$ cat src/rtl/xchk_pkg.sv
package xchk_pkg;

  // Reason a slot cannot issue; the lowest-index slot with a cause ends the group.
  typedef enum logic [2:0] {
    CAUSE_NONE     = 3'd0,
    CAUSE_EMPTY    = 3'd1,
    CAUSE_RAW      = 3'd2,
    CAUSE_LOADUSE  = 3'd3,
    CAUSE_MEMPORT  = 3'd4
  } stop_cause_e;

  // Width of a count that can hold 0..w.
  function automatic int count_bits(input int w);
    return $clog2(w + 1);
  endfunction

  // A source is matched by a producer only when the producer really writes a
  // non-zero register.
  function automatic logic reg_match(input logic [15:0] src,
                                     input logic [15:0] dst,
                                     input logic        dst_live);
    return dst_live && (dst != 16'd0) && (src == dst);
  endfunction

endpackage

$ cat src/rtl/xchk_raw_matrix.sv
module xchk_raw_matrix #(
  parameter int WIDTH    = 4,
  parameter int REG_BITS = 5
) (
  input  logic [WIDTH-1:0]          slot_valid,
  input  logic [WIDTH*REG_BITS-1:0] slot_rs1,
  input  logic [WIDTH*REG_BITS-1:0] slot_rs2,
  input  logic [WIDTH*REG_BITS-1:0] slot_rd,
  input  logic [WIDTH-1:0]          slot_rd_we,
  output logic [WIDTH-1:0]          raw_hit
);
  import xchk_pkg::*;

  // Producer liveness per slot: valid, write-enabled.
  logic [WIDTH-1:0] prod_live;
  assign prod_live = slot_valid & slot_rd_we;

  // Slot 0 has no older producer.
  assign raw_hit[0] = 1'b0;

  genvar gi, gj;
  generate
    for (gi = 1; gi < WIDTH; gi++) begin : g_reader
      logic [gi-1:0] pair_hit;
      for (gj = 0; gj < gi; gj++) begin : g_writer
        logic [15:0] src_a, src_b, dst;
        assign src_a = 16'(slot_rs1[gi*REG_BITS +: REG_BITS]);
        assign src_b = 16'(slot_rs2[gi*REG_BITS +: REG_BITS]);
        assign dst   = 16'(slot_rd [gj*REG_BITS +: REG_BITS]);
        assign pair_hit[gj] = reg_match(src_a, dst, prod_live[gj]) ||
                              reg_match(src_b, dst, prod_live[gj]);
      end
      assign raw_hit[gi] = |pair_hit;
    end
  endgenerate

endmodule

$ cat src/rtl/xchk_load_history.sv
module xchk_load_history #(
  parameter int WIDTH    = 4,
  parameter int REG_BITS = 5,
  parameter int LOAD_LAT = 1
) (
  input  logic                      clk,
  input  logic                      rst,
  input  logic [WIDTH*REG_BITS-1:0] slot_rs1,
  input  logic [WIDTH*REG_BITS-1:0] slot_rs2,
  input  logic                      cap_valid,
  input  logic [REG_BITS-1:0]       cap_rd,
  output logic [WIDTH-1:0]          lu_hit
);
  import xchk_pkg::*;

  logic [LOAD_LAT-1:0] hist_v;
  logic [REG_BITS-1:0] hist_rd [LOAD_LAT];

  always_ff @(posedge clk) begin
    if (rst) begin
      hist_v     <= '0;
      hist_rd[0] <= '0;
    end else begin
      hist_v[0]  <= cap_valid;
      hist_rd[0] <= cap_rd;
    end
  end

  genvar gk, gi;
  generate
    for (gk = 1; gk < LOAD_LAT; gk++) begin : g_stage
      always_ff @(posedge clk) begin
        if (rst) begin
          hist_v[gk]  <= 1'b0;
          hist_rd[gk] <= '0;
        end else begin
          hist_v[gk]  <= hist_v[gk-1];
          hist_rd[gk] <= hist_rd[gk-1];
        end
      end
    end

    for (gi = 0; gi < WIDTH; gi++) begin : g_slot
      logic [15:0] src_a, src_b;
      assign src_a = 16'(slot_rs1[gi*REG_BITS +: REG_BITS]);
      assign src_b = 16'(slot_rs2[gi*REG_BITS +: REG_BITS]);
      always_comb begin
        lu_hit[gi] = 1'b0;
        for (int k = 0; k < LOAD_LAT; k++) begin
          if (reg_match(src_a, 16'(hist_rd[k]), hist_v[k]) ||
              reg_match(src_b, 16'(hist_rd[k]), hist_v[k]))
            lu_hit[gi] = 1'b1;
        end
      end
    end
  endgenerate

endmodule

$ cat src/rtl/xchk_mem_port.sv
module xchk_mem_port #(
  parameter int WIDTH = 4
) (
  input  logic [WIDTH-1:0] slot_valid,
  input  logic [WIDTH-1:0] slot_load,
  input  logic [WIDTH-1:0] slot_store,
  output logic [WIDTH-1:0] mem_hit
);
  logic [WIDTH-1:0] is_mem;
  assign is_mem = slot_valid & (slot_load | slot_store);

  // seen[i]: some slot older than i uses the memory port.
  logic [WIDTH:0] seen;
  assign seen[0] = 1'b0;

  genvar gi;
  generate
    for (gi = 0; gi < WIDTH; gi++) begin : g_slot
      assign seen[gi+1]  = seen[gi] | is_mem[gi];
      assign mem_hit[gi] = is_mem[gi] & seen[gi];
    end
  endgenerate

endmodule

$ cat src/rtl/xchk_top.sv
module xchk_top #(
  parameter int WIDTH    = 4,
  parameter int REG_BITS = 5,
  parameter int LOAD_LAT = 1,
  localparam int CNT_W   = xchk_pkg::count_bits(WIDTH)
) (
  input  logic                      clk,
  input  logic                      rst,
  input  logic [WIDTH-1:0]          slot_valid,
  input  logic [WIDTH*REG_BITS-1:0] slot_rs1,
  input  logic [WIDTH*REG_BITS-1:0] slot_rs2,
  input  logic [WIDTH*REG_BITS-1:0] slot_rd,
  input  logic [WIDTH-1:0]          slot_rd_we,
  input  logic [WIDTH-1:0]          slot_load,
  input  logic [WIDTH-1:0]          slot_store,
  output logic [CNT_W-1:0]          issue_cnt,
  output logic [WIDTH-1:0]          issue_mask
);
  import xchk_pkg::*;

  // Named internal events, visible to the bound checker.
  logic [WIDTH-1:0]    raw_hit;
  logic [WIDTH-1:0]    lu_hit;
  logic [WIDTH-1:0]    mem_hit;
  logic [WIDTH-1:0]    stop_vec;
  stop_cause_e         stop_cause [WIDTH];
  logic                cap_valid;
  logic [REG_BITS-1:0] cap_rd;

  xchk_raw_matrix #(.WIDTH(WIDTH), .REG_BITS(REG_BITS)) u_raw (
    .slot_valid (slot_valid),
    .slot_rs1   (slot_rs1),
    .slot_rs2   (slot_rs2),
    .slot_rd    (slot_rd),
    .slot_rd_we (slot_rd_we),
    .raw_hit    (raw_hit)
  );

  xchk_load_history #(.WIDTH(WIDTH), .REG_BITS(REG_BITS), .LOAD_LAT(LOAD_LAT)) u_hist (
    .clk       (clk),
    .rst       (rst),
    .slot_rs1  (slot_rs1),
    .slot_rs2  (slot_rs2),
    .cap_valid (cap_valid),
    .cap_rd    (cap_rd),
    .lu_hit    (lu_hit)
  );

  xchk_mem_port #(.WIDTH(WIDTH)) u_mem (
    .slot_valid (slot_valid),
    .slot_load  (slot_load),
    .slot_store (slot_store),
    .mem_hit    (mem_hit)
  );

  // Cause per slot, in priority order.
  genvar gi;
  generate
    for (gi = 0; gi < WIDTH; gi++) begin : g_cause
      always_comb begin
        if (!slot_valid[gi])   stop_cause[gi] = CAUSE_EMPTY;
        else if (raw_hit[gi])  stop_cause[gi] = CAUSE_RAW;
        else if (lu_hit[gi])   stop_cause[gi] = CAUSE_LOADUSE;
        else if (mem_hit[gi])  stop_cause[gi] = CAUSE_MEMPORT;
        else                   stop_cause[gi] = CAUSE_NONE;
      end
      assign stop_vec[gi] = (stop_cause[gi] != CAUSE_NONE);
    end
  endgenerate

  // Count: index of the first stopping slot.
  always_comb begin
    logic found;
    found     = 1'b0;
    issue_cnt = CNT_W'(WIDTH);
    for (int i = 0; i < WIDTH; i++) begin
      if (!found && stop_vec[i]) begin
        issue_cnt = CNT_W'(i);
        found     = 1'b1;
      end
    end
  end

  // Mask: a slot issues when it and every older slot are clear.
  always_comb begin
    logic clear_so_far;
    clear_so_far = 1'b1;
    for (int i = 0; i < WIDTH; i++) begin
      clear_so_far  = clear_so_far & ~stop_vec[i];
      issue_mask[i] = clear_so_far;
    end
  end

  // At most one load issues; record its live non-zero destination.
  always_comb begin
    cap_valid = 1'b0;
    cap_rd    = '0;
    for (int i = 0; i < WIDTH; i++) begin
      if (issue_mask[i] && slot_load[i] && slot_rd_we[i] &&
          (slot_rd[i*REG_BITS +: REG_BITS] != '0)) begin
        cap_valid = 1'b1;
        cap_rd    = slot_rd[i*REG_BITS +: REG_BITS];
      end
    end
  end

endmodule

$ cat config.mk
export PLATFORM = sky130hd
export DESIGN_NAME = xchk_top
export DESIGN_NICKNAME = d
export VERILOG_FILES = /design/src/rtl/xchk_pkg.sv /design/src/rtl/xchk_raw_matrix.sv /design/src/rtl/xchk_load_history.sv /design/src/rtl/xchk_mem_port.sv /design/src/rtl/xchk_top.sv
export SDC_FILE = /design/constraint.sdc
export NUM_CORES = 1
export LEC_CHECK = 0
export BUFFER_PORTS_ARGS = -buffer_cell sky130_fd_sc_hd__clkbuf_2
export CAP_MARGIN = 20
export CORE_UTILIZATION = 40
export DETAILED_ROUTE_END_ITERATION = 8
export PLACE_DENSITY = 0.8
export SYNTH_ARGS = -nofsm -noshare
export SYNTH_HDL_FRONTEND = slang
export SYNTH_HIERARCHICAL = 1
export SYNTH_SLANG_ARGS = --single-unit
$ cat constraint.sdc
create_clock -name clk -period 3.9 [get_ports clk]
set_input_delay 0.39 -clock clk [delete_from_list [all_inputs] [get_ports clk]]
set_output_delay 0.39 -clock clk [all_outputs]
set_load 0.02 [all_outputs]
==> summary by stage, run 1 <==
Outcome
The flow ran to the end, and the final reports show no timing, DRC or antenna violations.

Critical path
The nature of the critical path startpoint is a flop. Data on the critical path arrives at its endpoint at 3550 ps. The critical path in this run is classified as flop to flop.

Along the worst path, the maximum fanout reaches 9. Setup slack on the worst reg-to-reg path comes out at 450 ps. The critical path data required time is 4010 ps. The kind of end point of the critical path is a flop.

Following the worst setup path forward leads to its endpoint at u_hist/hist_rd[0][2]. The number of cells on the worst reg-to-reg path is 9. In this run the critical register-to-register path is launched from u_hist/hist_rd[0][4]. The start point of the critical path is u_hist/hist_rd[0][4]. The reg-to-reg critical path endpoint is u_hist/hist_rd[0][2].

Power
The share of total power in combinational logic is 56.4%. The worst vdd rail ir drop is 0.128 mV. Power spread over the standard cell area amounts to 152 nW/µm². Cell internal power was estimated by the tool at 0.219 mW. The standby leakage power is 1.02 nW. The sum of internal, switching and leakage power is 0.355 mW. The net switching component of the power is 0.136 mW. The proportion of power drawn by the clock network is 25.1%.

The sequential share of power is 18.5%. Net switching is 38.3% of the power.

Synthesis
After synthesis the netlist holds a flip-flop and latch count of 6. Synthesis produced a netlist whose cell count is 259. The synthesized design contains 0 enable-type register cells. The commonest cells after synthesis are 53 x xor2_1, 47 x xnor2_1, 21 x nor3_1, 18 x nand3_1, 8 x nand2_1.

The prevailing post-synth register cell is dfxtp_1. The most common cell in the synthesized netlist is xor2_1. The share of the Yosys chip area taken by registers is 6.18%. The top cell type's share of synthesized area is 23.9%. The number of distinct library cell variants in the gate-level netlist after synthesis is 44. The largest total area in the synthesized netlist belongs to xor2_1. In this run the cell area of the synthesized design comes to 1940 µm². A synthesized cell averages 7.51 µm². The count of synthesis-stage warnings from yosys is 6.

The fraction of registers with async set/reset is 0%. By area the synthesized netlist is led by xor2_1 24%, xnor2_1 21%, dfxtp_1 6.2%, nor3_1 5.4%, nand3_1 4.6%. The post-synthesis net count is 337.

Timing
In this run the tightest slew margin relative to its limit is 59.2%. The setup TNS is 0 ps. The number of pins with negative max-slew slack in the final report came to 0. The worst clock skew is 0.108 ps.

The count of endpoints failing setup in the final report is 0. The worst path meets setup with 451 ps of slack. The final hold violation count is 0. For the pin with the worst max-slew slack, the measured transition is 611 ps. The post-route clock period utilization is 88.4%. Based on the critical path, the design can be clocked at up to 290 MHz.

Setup repair after global routing left no endpoint under its margin. Hold timing on the final database bottoms out at a slack of 422 ps. Counting I/O delays and the setup requirement, the final critical path takes 3450 ps.

Placed design
Including well taps, the total number of placed cells is 377. The number of input and output port buffers inserted is 84. Once placement finished, the instance area stood at 2290 µm². Prior to clock tree synthesis, the placed netlist has a worst setup slack of 377 ps.

The global placer's final weighted congestion is 0.939. The half-perimeter wire length after placement is 4960 µm.

Global route
The total congestion overflow is 0. Entering global routing, the biggest net connects 11 pins. The met2 track demand over resource in global routing is 40.3%. The number of global-route vias before repair is 2055. The initial antenna violation count is 0. Global routing used 24.0% of the available tracks.

Global routing consumed, on the met3 layer, 3.66% of the routing resources. The met1 usage in global routing is 32.1%. In this run the most used layer during global routing was met2.

The wire length of the first global-routing pass is 9820 µm.

Clock tree
In this run the number of H-tree levels came out at 1. The number of clock buffers inserted by TritonCTS is 3. The clock drives 6 sinks. The later-pin clock latency in the skew report is 210 ps. TritonCTS built the clock tree. In this run the clock root is driven by a clkbuf_8.

The maximum buffer depth of the clock tree is 2. Gates resized during post-CTS repair numbered 0. Once the clock tree was built, the setup fixing pass inserted 0 buffers. The clock-pin slew on the worst setup and hold paths is 30 ps.

Hold repair after CTS inserted 0 buffers.

Finish
After routing the design area is 2330 µm². Once layout is complete, the cells apart from fillers number 380. The fraction of final layout cells sized beyond drive strength 1 is 29.4%. The area added between synthesis and finish is 19.8%. The layout net count is 406.

The end-of-flow core utilization is 49.7%. Counting the fill cells in the layout gives 469. 0 antenna diodes ended up in the layout.

Route
The iteration-0 DRC count of the detailed router is 171. The post-route antenna net violation count is 0. The routed wire length is 6320 µm. The total via count in the routed design is 2168. The pre-antenna-repair detailed-routing pass consisted of 7 iterations. The final routed wire length divided by cell count is 16.6 µm.

The remaining routing DRC violations is 0. In the routed layout, each cell is associated on average with a via count of 5.71.

Floorplan
The total I/O pin count is 85. The core region is 4690 µm². The starting utilization of the core area is 41.4%.

The horizontal die dimension is 71.7 µm. The count of standard-cell rows is 25. The area enclosed by the die boundary is 5140 µm².

In this run the vertical extent of the chip is 71.7 µm.

Worst hold path
In this run the worst hold path is classified as input port to flop.

Job
Across the run, the number of max-cap violations was 0.
how the worst min path moves through the flow:
| stage | startpoint | endpoint | cells past startpoint |
|---|---|---|---|
| floorplan | rst | u_hist/hist_rd[0][0] | 1 |
| global placement | rst | u_hist/hist_rd[0][1] | 2 |
| detailed placement | rst | u_hist/hist_rd[0][1] | 2 |
| CTS | rst | u_hist/hist_rd[0][2] | 2 |
| global route | rst | u_hist/hist_v | 2 |
| finish | rst | u_hist/hist_rd[0][1] | 2 |
logic make-up (layout without fill, tap and decap cells):
group | count (synthesis) | count (layout) | synth area share (%)
other | 2 | 2 | 0.386
buffers and inverters | 24 | 91 | 8.17
AOI/OAI and AO/OA | 42 | 42 | 14.5
DFF | 6 | 6 | 6.18
and+or+nand+nor | 85 | 85 | 25.7
xor gates and xnor gates | 100 | 100 | 45.0
layout by cell type (no fill, tap or decap), types with 7 or more instances in the layout:
master	count
clkbuf_2	84
o21ai_1	7
nor2_1	7
xor2_1	53
nand2_1	8
nor3_1	21
a31oi_1	7
nand3_1	18
xnor2_1	47
critical path: stages (launching register included):
cell and delay (ps):
dfxtp_1 480, or4_1 590, o21ai_2 230, a21oi_1 70
or4b_1 700, nor3_2 390, o21ai_0 260, a311oi_1 360
o22ai_1 130, nor2b_1 140
sequential cells by signal, summed over array words and instances (netlist names):
| name | count |
|---|---|
| u_hist/hist_rd | 5 |
| u_hist/hist_v | 1 |
area by class of cell:
type                            instances  area (µm²)  share of cell area [%]
Multi-Input combinational cell        229        1670                    71.5
Timing Repair Buffer                   84         420                    18.0
Inverter                                4        15.0                   0.644
Clock buffer                            3        41.3                    1.77
Tap cell                               54        67.6                    2.90
Sequential cell                         6         120                    5.16
layer usage:
metal	vias up	share of wire (%)
met5	-	0
met4	0	1.3
met3	12	9.6
met2	141	48
met1	986	41
li1	1029	-
power groups by stage:
stage | Combinational (mW) | Clock, mW | Sequential (mW)
after floorplan | 0.122 | 0 | 0.0636
after detailed placement | 0.196 | 0 | 0.0662
final | 0.200 | 0.0890 | 0.0654
after global placement | 0.194 | 0 | 0.0661
after global routing | 0.216 | 0.0954 | 0.0655
after CTS | 0.197 | 0.0906 | 0.0653
(Power assumes the default switching activity.)
==> inputs of run 2 (changes only) <==
Settings changed: CORE_MARGIN set to 4.
==> summary by stage, run 2 (synthesis results as in run 1) <==
Critical path
The count of buffering cells on the critical path with inverters included is 0 (unchanged). The kind of critical path is flop to flop. The stage delay of the slowest cell on the critical path is 710 ps (about the same). The kind of end point of the critical path is a flop. The nature of the critical path startpoint is a flop.

The largest driver fanout on the critical path is 9 (unchanged). Traced cell by cell, the critical path runs through or4_1 -> o21ai_2 -> a21oi_1 -> or4b_1 -> nor3_2 -> o21ai_0 -> a221oi_1 -> o22ai_1 -> nor2b_1. On the critical path the largest part of the delay comes from simple AND/OR/NAND/NOR gates. The critical path data required time is 4010 ps (about the same). The slowest cell on the critical path is or4b_1. The endpoint arrival time on the critical path is 3510 ps (-40 ps).

Floorplan
The y dimension of the die is 77.7 µm (+8.4%). The count of standard-cell rows came to 25 (unchanged). The starting utilization of the core area was 41.2% (-0.27 points). The area of the core region was 4720 µm² (+0.67%).

The total I/O pin count is 85 (unchanged). The horizontal die dimension is 77.7 µm (+8.4%). The area enclosed by the die boundary is 6040 µm² (+17%).

Power
The power density over the cells was 152 nW/µm² (about the same). The standby leakage power is 1.03 nW (+0.53%). The worst vdd rail ir drop came to 0.101 mV (-21%).

Route
The number of detailed-route iterations in the first pass is 5 (-2). The routed wire length is 6550 µm (+3.6%). The remaining routing DRC violations was 0 (unchanged).

The post-detailed-route via-to-cell ratio is 5.45 (-4.5%). The final routed wire length divided by cell count is 16.6 µm (about the same). The post-route antenna net violation count is 0 (unchanged).

The iteration-0 DRC count of the detailed router came to 109 (-36%). The total via count in the routed design is 2146 (-1.0%).

Finish
The area used by multi-input combinational logic is 1670 µm² (unchanged). The largest registers in the layout are u_hist/hist_rd: 5 flops, u_hist/hist_v: 1 flops. The number of flip-flops under the largest register name was 5 (unchanged). The number of inserted filler cells in the final layout was 492 (+4.9%).

The number of standard cells in the final layout excluding fillers is 394 (+3.7%). The register with the most flip-flops in the final layout is u_hist/hist_rd. The layout net count is 407 (+0.25%). The flip-flop and latch area came to 120 µm² (unchanged). The number of antenna cells inserted is 0 (unchanged). The library cell used most frequently in the layout, excluding fill and tap cells, is clkbuf_2. The top cell types in the final layout, fill and taps aside, are 84 x clkbuf_2, 53 x xor2_1, 47 x xnor2_1, 21 x nor3_1, 18 x nand3_1. The area added between synthesis and finish is 21.0%. The end-of-flow core utilization is 49.8% (+0.17 points). The fraction of final layout cells sized beyond drive strength 1 was 29.7% (+0.22 points).

Global route
The number of global-route vias before repair came to 2137 (+4.0%). The wire length of the first global-routing pass is 10400 µm (+6.1%). The total congestion overflow was 0 (unchanged).

The maximum number of pins on one net before global-route repair is 11 (unchanged). The total track usage was 21.4% (-2.7 points). The initial antenna violation count is 0 (unchanged).

Outcome
The run finished with clean final reports.

Placed design
The number of input and output port buffers inserted is 84 (unchanged). The half-perimeter wire length after placement was 5290 µm (+6.8%). The number of instances in the placed design is 391 (+3.7%). The global placer's final weighted congestion was 0.956 (+1.8%).

Job
The max-capacitance violation count is 0 (unchanged).

Clock tree
The buffer count from post-CTS setup fixing was 0 (unchanged). The clock tree root buffer cell is clkbuf_8. The clock-pin slew on the worst setup and hold paths is 40 ps (about the same). The maximum buffer depth of the clock tree was 2 (unchanged). The depth of the CTS H-tree is 1 (unchanged). The count of hold-fix buffers inserted at cts came to 0 (unchanged). The number of sinks on the clock net is 6 (unchanged).

The number of instances resized during post-cts repair was 0 (unchanged). TritonCTS built the clock tree. The number of clock buffers inserted by TritonCTS is 3 (unchanged). The later-pin clock latency in the skew report came to 220 ps (about the same).

Timing
The number of pins with negative max-slew slack in the final report is 0 (unchanged). The slew at the pin closest to its max-slew limit came to 579 ps (-31.9 ps). The count of endpoints failing setup in the final report is 0 (unchanged). The worst clock skew is 1.98 ps (+1.87 ps). The relative slew slack was 61.3% (+2.1 points). The highest achievable clock rate is 294 MHz (+1.5%). The post-route clock period utilization is 87.1% (-1.3 points). The setup TNS is 0 ps (unchanged).

The minimum period implied by the final worst setup slack is 3400 ps (-51.3 ps). Setup repair after global routing left no endpoint under its margin. The worst hold slack was 413 ps (-8.97 ps). The final hold violation count came to 0 (unchanged).

Worst hold path
The tightest min-delay check is of the input port to flop type.
==> run 2: cell count changes in the layout (fill, tap and decap cells not counted) <==
cell,change
buf_4,+1
==> run 2: final timing paths <==
kind | slack (ps) | cells past startpoint | from | endpoint
worst min register to register | 1220 | 7 | u_hist/hist_v | u_hist/hist_rd[0][1]
worst min-delay path | 410 | 2 | rst | u_hist/hist_rd[0][1]
worst max-delay path | 500 | 9 | u_hist/hist_rd[0][4] | u_hist/hist_rd[0][0]
worst max register to register | 500 | 9 | u_hist/hist_rd[0][4] | u_hist/hist_rd[0][0]
==> run 2: per-layer routing <==
metal / wire length (µm) / vias to the layer above / GRT usage (%)
met1: 2790 / 1000 / 27.8
met3: 558 / 8 / 2.78
met5: 0 / - / 0
met2: 3130 / 104 / 37.0
met4: 67 / 0 / 5.16
li1: - / 1034 / -
==> run 2: worst register-to-register path, stage by stage, from the launching register on <==
cell and delay (ps):
dfxtp_1 460, or4_1 590, o21ai_2 250, a21oi_1 60
or4b_1 710, nor3_2 380, o21ai_0 260, a221oi_1 310
o22ai_1 120, nor2b_1 140
==> run 2: power breakdown <==
group	total (mW)	switching [mW]	internal [mW]
Sequential	0.0648	0.00223	0.0625
Clock	0.0927	0.0264	0.0663
Combinational	0.201	0.110	0.0905
==> run 2: final cells by class <==
type                            instances  area share, %
Sequential cell                         6           5.10
Tap cell                               67           3.56
Timing Repair Buffer                   85           18.2
Clock buffer                            3           1.75
Multi-Input combinational cell        229           70.8
Inverter                                4          0.638
==> run 2: stage by stage <==
step	cell area [µm²]	power (mW)	setup WS (ps)
finish	2350	0.358	502
global route	2350	0.382	299
CTS	2350	0.359	562
detailed placement	2310	0.264	430
global placement	2310	0.260	495
floorplan	1940	0.186	539
